--- config.mk ---
export PLATFORM = sky130hd
export DESIGN_NAME = cmd_err_logger
export DESIGN_NICKNAME = d
export VERILOG_FILES = /design/src/rtl/cel_pkg.sv /design/src/rtl/cel_log_slot.sv /design/src/rtl/cel_addr_dec.sv /design/src/rtl/cel_rd_port.sv /design/src/rtl/cmd_err_logger.sv
export SDC_FILE = /design/constraint.sdc
export NUM_CORES = 1
export LEC_CHECK = 0
export BUFFER_PORTS_ARGS = -buffer_cell sky130_fd_sc_hd__buf_2
export CELL_PAD_IN_SITES_DETAIL_PLACEMENT = 2
export CELL_PAD_IN_SITES_GLOBAL_PLACEMENT = 2
export CORE_ASPECT_RATIO = 0.6
export CORE_MARGIN = 1
export CORE_UTILIZATION = 25
export CTS_CLUSTER_SIZE = 16
export DETAILED_ROUTE_END_ITERATION = 6
export PLACE_DENSITY_LB_ADDON = 0.2
export SYNTH_ARGS = -nofsm -noshare
export SYNTH_HDL_FRONTEND = slang
export SYNTH_HIERARCHICAL = 1
export SYNTH_SLANG_ARGS = --single-unit
--- constraint.sdc ---
create_clock -name clk -period 4.7 [get_ports clk]
set_input_delay 0.235 -clock clk [delete_from_list [all_inputs] [get_ports clk]]
set_output_delay 0.235 -clock clk [all_outputs]
set_load 0.02 [all_outputs]
--- src/rtl/cel_pkg.sv ---
package cel_pkg;

    localparam int WORD_W = 32;
    localparam int ID_W   = 15;
    localparam int AD_W   = 64;
    localparam int LEN_W  = 8;
    localparam int SIZE_W = 3;
    localparam int BT_W   = 2;
    localparam int PROT_W = 3;
    localparam int QOS_W  = 4;
    localparam int WORDS  = 4;
    localparam int WSEL_W = $clog2(WORDS);

    typedef struct packed {
        logic [ID_W-1:0]   id;
        logic [AD_W-1:0]   addr;
        logic [LEN_W-1:0]  len;
        logic [SIZE_W-1:0] size;
        logic [BT_W-1:0]   burst;
        logic              excl;
        logic [PROT_W-1:0] prot;
        logic [QOS_W-1:0]  qos;
    } hdr_t;

    typedef struct packed {
        hdr_t hdr;
        logic lock;
    } slot_st_t;

    // Field placement inside the four visible words of one log.
    function automatic logic [WORD_W-1:0] fmt_word(hdr_t h, logic lk,
                                                   logic [WSEL_W-1:0] w);
        logic [WORD_W-1:0] r;
        case (w)
            2'd0:    r = {2'b00, h.excl, h.burst, h.size, h.len, 1'b0, h.id};
            2'd1:    r = h.addr[31:0];
            2'd2:    r = h.addr[63:32];
            default: r = {lk, 24'd0, h.qos, h.prot};
        endcase
        return r;
    endfunction

endpackage

--- src/rtl/cel_log_slot.sv ---
module cel_log_slot
    import cel_pkg::*;
(
    input  logic clk,
    input  logic rst_n,
    input  logic fail_i,
    input  logic clr_i,
    input  hdr_t cmd_i,
    output hdr_t hdr_o,
    output logic lock_o
);

    slot_st_t st_d, st_q;

    always_comb begin
        st_d = st_q;
        if (clr_i) begin
            st_d.lock = 1'b0;
        end
        // capture only when free, or when freed in this very cycle
        if (fail_i && (!st_q.lock || clr_i)) begin
            st_d.hdr  = cmd_i;
            st_d.lock = 1'b1;
        end
    end

    always_ff @(posedge clk) begin
        if (!rst_n) begin
            st_q <= '0;
        end else begin
            st_q <= st_d;
        end
    end

    assign hdr_o  = st_q.hdr;
    assign lock_o = st_q.lock;

endmodule

--- src/rtl/cel_addr_dec.sv ---
module cel_addr_dec #(
    parameter int NUM_CH = 2,
    parameter int RA_W   = 12,
    parameter int BASE   = 'h540,
    parameter int STRIDE = 'h300,
    localparam int CH_W  = (NUM_CH > 1) ? $clog2(NUM_CH) : 1,
    localparam int SPAN  = 2 * cel_pkg::WORDS * 4
) (
    input  logic [RA_W-1:0]             addr_i,
    output logic                        hit_o,
    output logic [CH_W-1:0]             ch_o,
    output logic                        is_rd_o,
    output logic [cel_pkg::WSEL_W-1:0]  word_o
);

    always_comb begin
        logic [RA_W-1:0] off;
        hit_o   = 1'b0;
        ch_o    = '0;
        is_rd_o = 1'b0;
        word_o  = '0;
        for (int c = 0; c < NUM_CH; c++) begin
            off = addr_i - RA_W'(BASE + c * STRIDE);
            if (off < RA_W'(SPAN) && off[1:0] == 2'b00) begin
                hit_o   = 1'b1;
                ch_o    = CH_W'(c);
                is_rd_o = off[4];
                word_o  = off[3:2];
            end
        end
    end

endmodule

--- src/rtl/cel_rd_port.sv ---
module cel_rd_port
    import cel_pkg::*;
#(
    parameter int NSLOT = 4,
    parameter int SEL_W = 2
) (
    input  logic                 clk,
    input  logic                 rst_n,
    input  logic                 rd_i,
    input  logic                 hit_i,
    input  logic [SEL_W-1:0]     sel_i,
    input  logic [WSEL_W-1:0]    word_i,
    input  hdr_t [NSLOT-1:0]     hdr_i,
    input  logic [NSLOT-1:0]     lock_i,
    output logic [WORD_W-1:0]    rdata_o
);

    logic [WORD_W-1:0] rdata_d, rdata_q;

    always_comb begin
        rdata_d = '0;
        if (rd_i && hit_i) begin
            for (int s = 0; s < NSLOT; s++) begin
                if (sel_i == SEL_W'(s)) begin
                    rdata_d = fmt_word(hdr_i[s], lock_i[s], word_i);
                end
            end
        end
    end

    always_ff @(posedge clk) begin
        if (!rst_n) begin
            rdata_q <= '0;
        end else begin
            rdata_q <= rdata_d;
        end
    end

    assign rdata_o = rdata_q;

endmodule

--- src/rtl/cmd_err_logger.sv ---
module cmd_err_logger
    import cel_pkg::*;
#(
    parameter int NUM_CH = 2,
    parameter int RA_W   = 12,
    parameter int BASE   = 'h540,
    parameter int STRIDE = 'h300
) (
    input  logic              clk,
    input  logic              rst_n,
    input  logic [14:0]       wc_id,
    input  logic [63:0]       wc_addr,
    input  logic [7:0]        wc_len,
    input  logic [2:0]        wc_size,
    input  logic [1:0]        wc_burst,
    input  logic              wc_excl,
    input  logic [2:0]        wc_prot,
    input  logic [3:0]        wc_qos,
    input  logic [NUM_CH-1:0] wc_fail,
    input  logic [14:0]       rc_id,
    input  logic [63:0]       rc_addr,
    input  logic [7:0]        rc_len,
    input  logic [2:0]        rc_size,
    input  logic [1:0]        rc_burst,
    input  logic              rc_excl,
    input  logic [2:0]        rc_prot,
    input  logic [3:0]        rc_qos,
    input  logic [NUM_CH-1:0] rc_fail,
    input  logic [RA_W-1:0]   reg_addr,
    input  logic              reg_wr,
    input  logic [31:0]       reg_wdata,
    input  logic              reg_rd,
    output logic [31:0]       reg_rdata
);

    localparam int NSLOT = 2 * NUM_CH;
    localparam int CH_W  = (NUM_CH > 1) ? $clog2(NUM_CH) : 1;
    localparam int SEL_W = CH_W + 1;

    hdr_t                wcmd, rcmd;
    hdr_t [NSLOT-1:0]    slot_cmd;
    hdr_t [NSLOT-1:0]    slot_hdr;
    logic [NSLOT-1:0]    slot_fail;
    logic [NSLOT-1:0]    slot_clr;
    logic [NSLOT-1:0]    slot_lock;

    logic                dec_hit;
    logic [CH_W-1:0]     dec_ch;
    logic                dec_rd;
    logic [WSEL_W-1:0]   dec_word;
    logic [SEL_W-1:0]    dec_sel;

    assign wcmd = '{id: wc_id, addr: wc_addr, len: wc_len, size: wc_size,
                    burst: wc_burst, excl: wc_excl, prot: wc_prot, qos: wc_qos};
    assign rcmd = '{id: rc_id, addr: rc_addr, len: rc_len, size: rc_size,
                    burst: rc_burst, excl: rc_excl, prot: rc_prot, qos: rc_qos};

    cel_addr_dec #(
        .NUM_CH (NUM_CH),
        .RA_W   (RA_W),
        .BASE   (BASE),
        .STRIDE (STRIDE)
    ) u_dec (
        .addr_i  (reg_addr),
        .hit_o   (dec_hit),
        .ch_o    (dec_ch),
        .is_rd_o (dec_rd),
        .word_o  (dec_word)
    );

    // slot index: channel * 2 + direction (0 write, 1 read)
    assign dec_sel = {dec_ch, dec_rd};

    // release strobe: write with flag bit set to word 3 of the decoded log
    always_comb begin
        slot_clr = '0;
        if (reg_wr && dec_hit && dec_word == WSEL_W'(WORDS - 1) && reg_wdata[31]) begin
            for (int s = 0; s < NSLOT; s++) begin
                slot_clr[s] = (dec_sel == SEL_W'(s));
            end
        end
    end

    generate
        for (genvar c = 0; c < NUM_CH; c++) begin : g_ch
            assign slot_fail[2*c]   = wc_fail[c];
            assign slot_fail[2*c+1] = rc_fail[c];
            assign slot_cmd[2*c]    = wcmd;
            assign slot_cmd[2*c+1]  = rcmd;
        end
        for (genvar s = 0; s < NSLOT; s++) begin : g_slot
            cel_log_slot u_slot (
                .clk    (clk),
                .rst_n  (rst_n),
                .fail_i (slot_fail[s]),
                .clr_i  (slot_clr[s]),
                .cmd_i  (slot_cmd[s]),
                .hdr_o  (slot_hdr[s]),
                .lock_o (slot_lock[s])
            );
        end
    endgenerate

    cel_rd_port #(
        .NSLOT (NSLOT),
        .SEL_W (SEL_W)
    ) u_rd (
        .clk     (clk),
        .rst_n   (rst_n),
        .rd_i    (reg_rd),
        .hit_i   (dec_hit),
        .sel_i   (dec_sel),
        .word_i  (dec_word),
        .hdr_i   (slot_hdr),
        .lock_i  (slot_lock),
        .rdata_o (reg_rdata)
    );

endmodule

Word level (Yosys, flattened, before mapping)
Index checks and enable logic that the tools add are counted.

Output and inout port bits: 32. RAM bits: 0. Bits in read-only memories: 0. Register bits: 436. Memories: 0. Logic and storage cells: 98. Input port bits: 252. Bits in latches: 0.

Reductions and logical operators: 27. $lt $le $gt $ge: 2. Divide/modulo/power cells: 0. Bitwise logic cells: 0. Add/subtract/negate cells: 2. Multipliers: 0. Equal/unequal tests: 6. Multiplexer cells: 24. Shift-type cells: 0.

Operators with widths (number): $pmux 32 s3 (4); $mux 32 (4); $lt 12x6->1 const B (2); $mux 1 (13); $sub 12x11->12 const B (1); $sub 12x12->12 const B (1); $logic_and 1x1->1 (10); $eq 2x2->1 const B (4); $logic_not 2->1 (4); $reduce_bool 2->1 (4); $eq 2x1->1 const B (2); $logic_not 1->1 (4); $logic_or 1x1->1 (4); $mux 2 (2); $mux 4 (1); $reduce_and 2->1 (1).

Logic depth before layout (Yosys ltp)
Gate-level depths: netlist of the first run.

Depth after elaboration: 12. Gate-level depth with buffers: 10. Gate-level depth less buffers: 7.

Modules after synthesis
The synthesis of the first run kept the hierarchy.

By module, submodules not included: cel_log_slot (times used 4, seq. area each 2021.9 um2, cells each 437, area each 4129.0 um2); cel_rd_port (times used 1, seq. area each 640.6 um2, cells each 460, area each 4294.1 um2); cel_addr_dec (times used 1, seq. area each 0.0 um2, cells each 12, area each 95.1 um2); cmd_err_logger (times used 1, seq. area each 0.0 um2, cells each 8, area each 60.1 um2).

Worst setup path before layout of the first run
OpenSTA, ideal clock, no wires.

Kind: input -> register. Start: input reg_addr[9]. End: register u_rd.rdata_q[1], in the netlist u_rd/rdata_o[1]. Path buffers: 2. Library setup time: 122 ps. Required time: 4578 ps. Arrival time: 2710 ps. Setup slack: 1868 ps. Stages on the path: 6. Cell sequence: or4b_4 -> a2111oi_1 -> buf_6 -> buf_2 -> mux4_2 -> a221o_1.

Cells in the longest elaborated chain, start to end: 11. Elaborated cells between the ends (all ways): 30. Classes of those cells: 2 x add/sub; 2 x order compare; 5 x eq/ne; 15 x mux; 6 x reduce/logical.

RTL lines: from (decl) (RTL line cmd_err_logger.sv:29) `input logic [RA_W-1:0] reg_addr,`; $sub 12x11->12 (RTL line cel_addr_dec.sv:23) `off = addr_i - RA_W'(BASE + c * STRIDE);`; $lt 12x6->1 (RTL line cel_addr_dec.sv:24) `if (off < RA_W'(SPAN) && off[1:0] == 2'b00) begin`; $logic_and 1x1->1 (RTL line cel_addr_dec.sv:24); $mux 2 (RTL line cel_addr_dec.sv:24); $mux 2 (*) (RTL line cel_addr_dec.sv:24); named net dec_word[0] (RTL line cmd_err_logger.sv:50) `logic [WSEL_W-1:0] dec_word;`; $eq 2x2->1 (tied with other cells) (RTL line cel_pkg.sv:34) `case (w)`; $pmux 32 s3 (RTL line cel_pkg.sv:34); $mux 32 (3 in a row) (RTL line cel_rd_port.sv:24) `if (sel_i == SEL_W'(s)) begin`; $mux 32 (*) (RTL line cel_rd_port.sv:24); to (signal assigned) (RTL line cel_rd_port.sv:35) `rdata_q <= rdata_d;`; to (decl) (RTL line cel_rd_port.sv:18) `logic [WORD_W-1:0] rdata_d, rdata_q;`.

Mark *: on every way through the listed nets, which the timed path passes. The rest lies on a longest branch. A chain may end at the register's enable or synchronous reset.

Worst setup path after layout of the first run
Start: input reg_addr[8]. End: register g_slot[0].u_slot.st_q (netlist bit g_slot[0].u_slot/hdr_o[5]).

Cells in the longest elaborated chain, start to end: 11. Elaborated cells between the ends (all ways): 21. Classes of those cells: 2 x add/sub; 2 x order compare; 1 x eq/ne; 8 x mux; 8 x reduce/logical.

RTL lines: $sub 12x11->12 (RTL line cel_addr_dec.sv:23); $lt 12x6->1 (RTL line cel_addr_dec.sv:24); $logic_and 1x1->1 (RTL line cel_addr_dec.sv:24); $mux 2 (RTL line cel_addr_dec.sv:24); $mux 2 (*) (RTL line cel_addr_dec.sv:24); named net dec_word[0] (RTL line cmd_err_logger.sv:50); $eq 2x2->1 (*) (RTL line cmd_err_logger.sv:77) `if (reg_wr && dec_hit && dec_word == WSEL_W'(WORDS - 1) && reg_wdata[31]) begin`; $logic_and 1x1->1 (*) (2 in a row) (RTL line cmd_err_logger.sv:77); $mux 4 (*) (RTL line cmd_err_logger.sv:77); named net slot_clr[0] (RTL line cmd_err_logger.sv:44) `logic [NSLOT-1:0] slot_clr;`; $logic_or 1x1->1 (*) (RTL line cel_log_slot.sv:21) `if (fail_i && (!st_q.lock || clr_i)) begin`; $logic_and 1x1->1 (*) (RTL line cel_log_slot.sv:21); to (signal assigned) (RTL line cel_log_slot.sv:31) `st_q <= st_d;`; to (decl) (RTL line cel_log_slot.sv:13) `slot_st_t st_d, st_q;`.

Marked as above.

==> results.json, run 1 <==
{
  "yosysTopAreaCellShare_pct": 41.6,
  "yosysWarnings": 6,
  "ys_seq_area_share_pct": 41.6,
  "synth_nets": 2480,
  "slowest_stage": "or3b_2",
  "ff2ff_setup_slack_ns": 2.91,
  "ys_ff_latch": 436,
  "cp-startpoint": "reg_addr[8]",
  "first_pass_iters": 4,
  "drv_cap": 0,
  "p_leak_uw": 0.0108,
  "power.density_nw_per_um2": 344,
  "numPortBuffers": 252,
  "worst_ep_arrival_time_ns": 3.78,
  "critPathCaptureType": "flip-flop",
  "max_slew_margin_pct": 14.1,
  "finClkSkew_ns": 0.0104,
  "critPathKind": "in2reg",
  "drive_gt1_share_pct": 18.7,
  "fin_crit_ns": 3.26,
  "report.final.slew_viol_count": 0,
  "place_ws_ns": 0.794,
  "die_h_um": 226,
  "overflow": 0,
  "cts_buffers": 49,
  "synth_cell_type_count": 52,
  "async_reset_ff_share_pct": 0,
  "drc": 0,
  "hold_violations": 0,
  "multi_input_area_um2": 10600,
  "vdd_drop_max_uv": 235,
  "wirelength_um": 76000,
  "rows": 81,
  "rsz0062_at_grt": "no",
  "holdPathStages": 3,
  "clk_pin_slew_worst_paths_ns": 0.06,
  "hold_path_class": "in2reg",
  "postRouteAntennaNets": 0,
  "die_x_um": 376,
  "clockBufferDepth": 3,
  "avgRoutedWirePerCell_um": 20.2,
  "hold_start": "rst_n",
  "start_kind": "input port",
  "fmax_mhz": 306,
  "final_core_util_pct": 32.0,
  "initial_utilization_pct": 25.5,
  "regToRegEndpoint": "g_slot[1].u_slot/hdr_o[22]",
  "gp_congestion": 0.780,
  "nNetsFinal": 2850,
  "worstPathMaxFanout": 39,
  "worst_slew_pin_slew_ns": 1.29,
  "yosys-top-cells-area": "dfxtp_1 42%, mux2i_1 20%, nand2_1 15%",
  "required_ns": 5.22,
  "insertion_delay_ns": 0.59,
  "synth.most_common_cell": "nand2_1",
  "synth_ff_type": "dfxtp_1",
  "cts_sinks": 436,
  "grt_pass1_wl_um": 115000,
  "regArea_um2": 8730,
  "grt_usage_pct": 17.7,
  "yosysTopAreaCell": "dfxtp_1",
  "fin_crit_sh_pct": 69.4,
  "fillerInstances": 9129,
  "drt_iter0_markers": 772,
  "post_cts_buffers": 0,
  "ios": 284,
  "grt_max_degree": 255,
  "timing.final.ws_setup_ns": 1.44,
  "max_stage_delay_ns": 0.57,
  "syn-cell-area_um2": 21000,
  "vias_per_cell": 4.59,
  "synth_edf_count": 0,
  "antenna_found_initial": 2,
  "tns_ns": 0,
  "die-area_um2": 85100,
  "synthTopCellsByCount": "820 x nand2_1, 436 x dfxtp_1, 416 x mux2i_1",
  "core_area_um2": 82200,
  "crit_path_cell_trace": "buf_2 -> or3b_2 -> a2111oi_2 -> buf_12 -> nand3_2 -> nor4_1 -> nor2b_4 -> nor2b_4 -> buf_12 -> mux2i_1",
  "grt_pass1_vias": 19200,
  "outcome": "completed",
  "avgSynthCellArea_um2": 9.41,
  "finalSetupViolCount": 0,
  "cts_tree": "yes",
  "dp_hpwl_um": 53100,
  "ff2ff_path_depth": 4,
  "syn2layout_area_growth_pct": 25.4,
  "vias": 17300,
  "cts_max_level": 2,
  "min_to": "g_slot[3].u_slot/hdr_o[85]",
  "reg2reg_from": "g_slot[1].u_slot/lock_o",
  "syn_inst": 2228,
  "root_buffer": "clkbuf_16"
}
-- worst max-delay path by stage --
stage | to | slack [ns]
3_3_place_gp | g_slot[1].u_slot/hdr_o[32] | 0.96
2_1_floorplan | u_rd/rdata_o[1] | 1.87
5_1_grt | g_slot[0].u_slot/hdr_o[93] | 1.26
4_1_cts | g_slot[0].u_slot/hdr_o[5] | 1.41
3_5_place_dp | g_slot[0].u_slot/hdr_o[5] | 0.79
6_report | g_slot[0].u_slot/hdr_o[5] | 1.44
-- report_power, final --
part           switching [uW]  internal, uW  leakage (uW)
Sequential                117          3920       0.00358
Combinational             538           504       0.00645
Clock                    1670          2300      0.000786
-- state kept, by name (all words and copies together) (netlist names) --
| signal | count |
|---|---|
| g_slot.u_slot/hdr_o | 400 |
| u_rd/rdata_o | 32 |
| g_slot.u_slot/lock_o | 4 |
-- layout by cell type, fill, tap and decap left out, types with 9 or more instances in the layout --
cell type,n
buf_4,35
mux4_2,24
a221oi_1,61
mux2i_1,416
nor2_1,18
clkbuf_8,14
or2_2,10
nor3_1,14
mux2_2,59
nor4_1,13
dlygate4sd3_1,204
clkbuf_1,13
buf_2,251
a211oi_1,10
clkbuf_16,49
buf_12,18
nand2_1,820
o21ai_0,20
o31ai_1,9
nand2b_1,11
a221o_1,14
dfxtp_1,436
a21oi_1,11
-- final cells by class --
type | count | share of cell area [%]
antenna | 2 | 0.0190
clock buffer | 76 | 5.58
clock inverter | 11 | 0.514
inverter | 9 | 0.128
multi-input combinational | 1593 | 40.3
sequential | 436 | 33.2
tap | 1120 | 5.33
timing repair buffer | 509 | 15.0
-- layer usage --
layer | part of all wire (%) | vias up | GRT usage (%) | wire length, um
li1 | - | 8323 | - | -
met1 | 45 | 8631 | 22.1 | 34300
met2 | 50 | 218 | 32.1 | 38000
met3 | 3.1 | 78 | 2.61 | 2370
met4 | 1.8 | 0 | 3.90 | 1340
met5 | 0 | - | 0 | 0
-- stage by stage --
| stage | cells | instance area [um^2] | hold slack, ns | total power [uW] |
|---|---|---|---|---|
| floorplan | 2228 | 21000 | 0.359 | 4760 |
| global placement | 3463 | 22600 | 0.439 | 4990 |
| detailed placement | 3463 | 22600 | 0.450 | 5040 |
| CTS | 3754 | 26300 | 0.0469 | 9240 |
| global route | 3754 | 26300 | 0.0970 | 9470 |
| finish | 3756 | 26300 | 0.0764 | 9050 |
-- worst max-delay path, delay by kind of cell --
kind	cells	cell delay, ns
buffers and inverters	3	0.84
AND/OR/NAND/NOR	5	1.91
multiplexers	1	0.25
AO/OA/AOI/OAI	1	0.49
-- logic make-up after synthesis --
kind of cell / after synthesis / synth area share, %
AND/OR/NAND/NOR: 918 / 17.8
multiplexers: 503 / 26.1
buffers and inverters: 199 / 7.99
flip-flops: 436 / 41.6
AO/OA/AOI/OAI: 172 / 6.51
-- what timing repair did --
action                                  in CTS  in global routing
endpoints found under the setup margin       0                  0
hold endpoints to repair                   404                  0
resized for setup                            0                  0
hold buffers                               204                  0
Note: power is estimated with default switching activity, not from simulation.
==> run 2, diff against run 1 <==
--- a/config.mk
+++ b/config.mk
@@ -5,6 +5,7 @@
 export SDC_FILE = /design/constraint.sdc
 export NUM_CORES = 1
 export LEC_CHECK = 0
+export ABC_AREA = 1
 export BUFFER_PORTS_ARGS = -buffer_cell sky130_fd_sc_hd__buf_2
 export CELL_PAD_IN_SITES_DETAIL_PLACEMENT = 2
 export CELL_PAD_IN_SITES_GLOBAL_PLACEMENT = 2
==> constraint.sdc (replaced) <==
create_clock -name clk -period 3.4 [get_ports clk]
set_input_delay 0.17 -clock clk [delete_from_list [all_inputs] [get_ports clk]]
set_output_delay 0.17 -clock clk [all_outputs]
set_load 0.02 [all_outputs]
==> run 2 against run 1 <==
Register-to-register slack got worse by 0.95 ns. Sequential power increased by 41%. Non-clock buffer count increased by 18. Critical endpoint is now u_rd/rdata_o[15]. Largest cell class unchanged. Largest power group unchanged.
==> results.json, run 2 <==
{
  "first_pass_iters": 4,
  "post_cts_buffers": 0,
  "root_buffer": "clkbuf_16",
  "yosys.area_share.simple_pct": 35.2,
  "worst_ep_arrival_time_ns": 2.68,
  "start_kind": "input port",
  "drv_cap": 0,
  "fin_crit_sh_pct": 63.1,
  "final_common_cell": "nand2_1",
  "fin_crit_ns": 2.15,
  "fmax_mhz": 466,
  "synth-compound-area-share_pct": 10.5,
  "synth_ff_type": "dfxtp_1",
  "vias_per_cell": 4.69,
  "syn_inst": 3497,
  "die_h_um": 234,
  "overflow": 0,
  "synth_top_family_by_area": "simple AND/OR/NAND/NOR gates",
  "yosysWarnings": 6,
  "switchingPower_uw": 3730,
  "insertion_delay_ns": 0.62,
  "die-area_um2": 91000,
  "core_area_um2": 88300,
  "grt_usage_pct": 21.5,
  "synthTopCellsByCount": "784 x nand2_1, 520 x nand3_1, 500 x nor2_1",
  "drt_iter0_markers": 1036,
  "power.density_nw_per_um2": 464,
  "drc": 0,
  "hold_violations": 0,
  "cts_tree": "yes",
  "syn-cell-area_um2": 22400,
  "drive_gt1_share_pct": 10.7,
  "clkPwrFrac_pct": 41.1,
  "p_int_uw": 9220,
  "ys_ff_latch": 436,
  "outcome": "completed",
  "cts_sinks": 436,
  "yosysTopAreaCell": "dfxtp_1",
  "synth.most_common_cell": "nand2_1",
  "wirelength_um": 99100,
  "cts_max_level": 2,
  "tns_ns": 0,
  "clockBufferDepth": 3,
  "finClkSkew_ns": 0.0200,
  "finalSetupViolCount": 0,
  "yosysTopAreaCellShare_pct": 38.9,
  "swShare_pct": 28.8,
  "ios": 284,
  "synth_cell_type_count": 21,
  "initial_utilization_pct": 25.4,
  "grt_pass1_vias": 24300,
  "rows": 84,
  "layout_common_cells": "784 x nand2_1, 520 x nand3_1, 499 x nor2_1",
  "critPathKind": "in2reg",
  "syn2layout_area_growth_pct": 24.4,
  "critPathCaptureType": "flip-flop",
  "avgSynthCellArea_um2": 6.42,
  "hold_path_class": "in2reg",
  "grt_max_degree": 180,
  "gp_congestion": 0.765,
  "vias": 23400,
  "p_leak_uw": 0.0134,
  "antenna_found_initial": 8,
  "fin_hold_ws_ns": 0.110,
  "worstPathMaxFanout": 31,
  "vdd_drop_max_uv": 328,
  "required_ns": 3.94,
  "nNetsFinal": 4046,
  "clk_pin_slew_worst_paths_ns": 0.07,
  "synth_xor_area_share_pct": 0,
  "avgRoutedWirePerCell_um": 19.9,
  "die_x_um": 389,
  "synth_nets": 3749,
  "pwr-share-comb_pct": 14.8,
  "grt_pass1_wl_um": 151000,
  "largest_register_ffs": 400,
  "rsz0062_at_grt": "no",
  "report.final.slew_viol_count": 0,
  "cts_buffers": 49,
  "yosys-top-cells-area": "dfxtp_1 39%, nand2_1 13%, nand3_1 12%",
  "pwr-share-seq_pct": 44.1,
  "max_slew_margin_pct": 19.2,
  "async_reset_ff_share_pct": 0,
  "muxShareOfSynthArea_pct": 0,
  "ys_seq_area_share_pct": 38.9,
  "dp_hpwl_um": 67200,
  "numPortBuffers": 252,
  "synthAdderAreaFrac_pct": 0,
  "synth_edf_count": 0,
  "postRouteAntennaNets": 0,
  "worst_slew_pin_slew_ns": 1.21
}
-- run 2: cell type report --
type	count	area (um^2)
fillers	10700	60400
multi-input cells	2347	10400
flip-flops and latches	436	8730
repair buffers	527	4240
inverters	433	1630
clock buffers	81	1490
well taps	1161	1450
clock inverters	3	21.3
diodes	1	2.50
-- run 2: per-layer routing --
metal	global-route usage, %	share of wire, %	vias to the layer above
li1	-	-	11600
met1	30.3	51	11400
met2	34.6	44	276
met3	3.12	3.3	102
met4	4.56	1.9	6
met5	0	0.039	-
-- run 2: cell families (layout without fill, tap and decap cells) --
group	Yosys count	after routing
AND/OR/NAND/NOR	1876	1876
buffers and inverters	714	1044
flip-flops	436	436
other	0	1
AO/OA/AOI/OAI	471	471
-- run 2: path summary, 6_finish.rpt --
kind	from	endpoint	slack, ns	cells past startpoint
worst max-delay path	reg_addr[8]	u_rd/rdata_o[15]	1.25	14
worst min-delay path	rc_fail[1]	g_slot[3].u_slot/hdr_o[1]	0.11	4
worst max register to register	g_slot[2].u_slot/lock_o	g_slot[2].u_slot/hdr_o[74]	1.96	5
worst min register to register	g_slot[2].u_slot/hdr_o[56]	g_slot[2].u_slot/hdr_o[56]	0.48	2
-- run 2: through the flow --
| stage | utilization [%] | setup WS [ns] | total power (uW) | area (um^2) | cells |
|---|---|---|---|---|---|
| 2_1_floorplan | - | 1.54 | 6980 | 22400 | 3497 |
| 3_3_place_gp | 27.6 | 0.658 | 7510 | 24400 | 4702 |
| 3_5_place_dp | 27.6 | 0.605 | 7560 | 24400 | 4702 |
| 4_1_cts | 31.6 | 1.27 | 13200 | 27900 | 4988 |
| 5_1_grt | 31.6 | 1.06 | 13600 | 27900 | 4988 |
| 6_report | 31.6 | 1.25 | 12900 | 27900 | 4989 |
-- run 2: power groups by stage --
stage / Clock [uW] / Sequential, uW / Combinational [uW]
2_1_floorplan: 0 / 5730 / 1250
3_3_place_gp: 0 / 5810 / 1700
3_5_place_dp: 0 / 5810 / 1750
4_1_cts: 5540 / 5700 / 1960
5_1_grt: 5700 / 5740 / 2190
6_report: 5330 / 5700 / 1920
-- run 2: repair_timing --
action                    in CTS  in global routing
resized for setup              0                  0
hold buffers                 202                  0
hold endpoints to repair     402                  0
-- run 2: worst max-delay path, stage by stage --
cell and delay, ns:
buf_2 0.10, inv_1 0.05, nand2_1 0.06, nor2_1 0.13, nand3_2 0.18, a21oi_4 0.39, inv_2 0.32, nor2_4 0.21
buf_12 0.24, buf_4 0.28, nand2_1 0.09, nand2_1 0.11, o21ai_0 0.15, a21oi_1 0.17
==> run 3, diff against run 2 <==
==> constraint.sdc (replaced) <==
create_clock -name clk -period 1.97 [get_ports clk]
set_input_delay 0.0985 -clock clk [delete_from_list [all_inputs] [get_ports clk]]
set_output_delay 0.0985 -clock clk [all_outputs]
set_load 0.02 [all_outputs]
==> run 3 against run 2 <==
Setup slack got worse by 1.2 ns. Final cell count rose by 2.1%. Critical path depth fell by 2. Utilization rose by 1.4 points. Clock power rose by 88%.
==> results.json, run 3 (synthesized netlist as in run 2, its figures left out) <==
{
  "outcome": "completed",
  "gp_congestion": 0.788,
  "critPathCaptureType": "flip-flop",
  "layout_common_cells": "784 x nand2_1, 519 x nand3_1, 499 x nor2_1",
  "met3_usage_pct": 2.96,
  "regToRegEndpoint": "u_rd/rdata_o[2]",
  "cts_max_level": 2,
  "cp-startpoint": "reg_addr[8]",
  "dp_hpwl_um": 72200,
  "rows": 84,
  "switchingPower_uw": 6610,
  "use_met2_pct": 35.2,
  "final_common_cell": "nand2_1",
  "overflow": 0,
  "fmax_mhz": 514,
  "cts_sinks": 436,
  "slowest_stage": "nor2_4",
  "die_x_um": 389,
  "insertion_delay_ns": 0.62,
  "reg2reg_from": "g_slot[3].u_slot/hdr_o[55]",
  "report.final.slew_viol_count": 0,
  "numPortBuffers": 252,
  "grt_usage_pct": 22.1,
  "grt_pass1_wl_um": 154000,
  "vdd_drop_max_uv": 545,
  "total_power_uw": 23400,
  "ff2ff_path_depth": 6,
  "finalSetupViolCount": 0,
  "required_ns": 2.44,
  "grt-busiest-layer": "met2",
  "max_slew_margin_pct": 17.6,
  "p_leak_uw": 0.0141,
  "grt_max_degree": 113,
  "die_h_um": 234,
  "max_stage_delay_ns": 0.94,
  "root_buffer": "clkbuf_16",
  "wirelength_um": 103000,
  "critPathKind": "in2reg",
  "start_kind": "input port",
  "hold_path_class": "in2reg",
  "pwr-share-comb_pct": 14.8,
  "grt_pass1_vias": 25100,
  "worst_ep_arrival_time_ns": 2.41,
  "swShare_pct": 28.3,
  "crit_path_cell_trace": "buf_2 -> inv_1 -> nand2_1 -> nor2_1 -> nand3_2 -> a21oi_4 -> buf_4 -> nor2_4 -> nand2_1 -> nand4_1 -> nand2_1 -> nor2_1",
  "postRouteAntennaNets": 0,
  "fin_crit_sh_pct": 98.7,
  "nNetsFinal": 4147,
  "clockBufferDepth": 3,
  "largest_register_ffs": 400,
  "ios": 284,
  "antenna_found_initial": 4,
  "ff2ff_setup_slack_ns": 0.61,
  "regArea_um2": 8730,
  "drv_cap": 0,
  "die-area_um2": 91000,
  "fin_crit_ns": 1.94,
  "drc": 0,
  "cts_tree": "yes",
  "avgRoutedWirePerCell_um": 20.2,
  "syn2layout_area_growth_pct": 29.9,
  "vias": 23800,
  "core_area_um2": 88300,
  "final_core_util_pct": 33.0,
  "fillerInstances": 10600,
  "pwr-share-seq_pct": 42.2,
  "p_int_uw": 16800,
  "power.density_nw_per_um2": 801,
  "cp-endpoint": "u_rd/rdata_o[11]",
  "clkPwrFrac_pct": 43.0,
  "tns_ns": 0,
  "drt_iter0_markers": 1154,
  "first_pass_iters": 5,
  "rsz0062_at_grt": "yes",
  "vias_per_cell": 4.68,
  "grtUsageMet1_pct": 31.4,
  "worstPathMaxFanout": 22,
  "finClkSkew_ns": 0.0192,
  "worst_slew_pin_slew_ns": 1.23,
  "worst_path_most_repeated_cell": "nand2_1",
  "multi_input_area_um2": 10400,
  "initial_utilization_pct": 25.4,
  "clk_pin_slew_worst_paths_ns": 0.07,
  "cts_buffers": 50,
  "hold_violations": 0,
  "drive_gt1_share_pct": 13.3
}
==> run 3: timing repair <==
| action | CTS | global route |
|---|---|---|
| resized for setup | 0 | 2 |
| setup endpoints to repair | 0 | 1 |
| hold endpoints to repair | 402 | 0 |
| setup buffers | 0 | 4 |
| hold buffers | 205 | 0 |
==> run 3: how the worst min path moves through the flow <==
stage / from / endpoint / slack [ns] / depth (start not counted)
4_1_cts: reg_rd / u_rd/rdata_o[3] / 0.01 / 4
2_1_floorplan: wc_qos[0] / g_slot[0].u_slot/hdr_o[0] / 0.32 / 4
5_1_grt: reg_rd / u_rd/rdata_o[6] / 0.11 / 4
3_5_place_dp: wc_addr[24] / g_slot[0].u_slot/hdr_o[45] / 0.44 / 5
6_report: reg_rd / u_rd/rdata_o[3] / 0.13 / 4
3_3_place_gp: wc_prot[0] / g_slot[2].u_slot/hdr_o[4] / 0.43 / 5
==> run 3: worst max-delay path, delay by kind of cell <==
family,cells,cell delay [ns]
buffers and inverters,3,0.31
AND/OR/NAND/NOR,8,1.86
AO/OA/AOI/OAI,1,0.11
==> run 3: layout make-up <==
class / count / share of cell area (%)
clock inverters: 12 / 0.571
inverters: 433 / 5.58
clock buffers: 77 / 5.26
diodes: 2 / 0.0172
flip-flops and latches: 436 / 29.9
repair buffers: 626 / 18.1
multi-input cells: 2348 / 35.6
well taps: 1161 / 4.98
==> run 3: layer usage <==
metal  part of all wire, %  wire, um
met4                   2.1      2120
met5                 0.017        17
met2                    44     45200
met3                   3.0      3100
met1                    51     52300
==> run 3: power by group through the flow <==
stage / Combinational, uW / Sequential (uW) / Clock (uW)
finish: 3460 / 9870 / 10000
global route: 3920 / 9930 / 10700
CTS: 3520 / 9870 / 10400
detailed placement: 3170 / 10100 / 0
global placement: 3080 / 10000 / 0
floorplan: 2150 / 9900 / 0
==> run 3: metrics by stage <==
stage,hold WS (ns),area (um^2),setup slack [ns],cells
2_1_floorplan,0.318,22400,0.186,3497
3_3_place_gp,0.433,25400,-0.557,4794
3_5_place_dp,0.442,25400,-0.636,4794
4_1_cts,0.0116,29100,0.0215,5088
5_1_grt,0.109,29200,0.00201,5093
6_report,0.128,29200,0.0250,5095
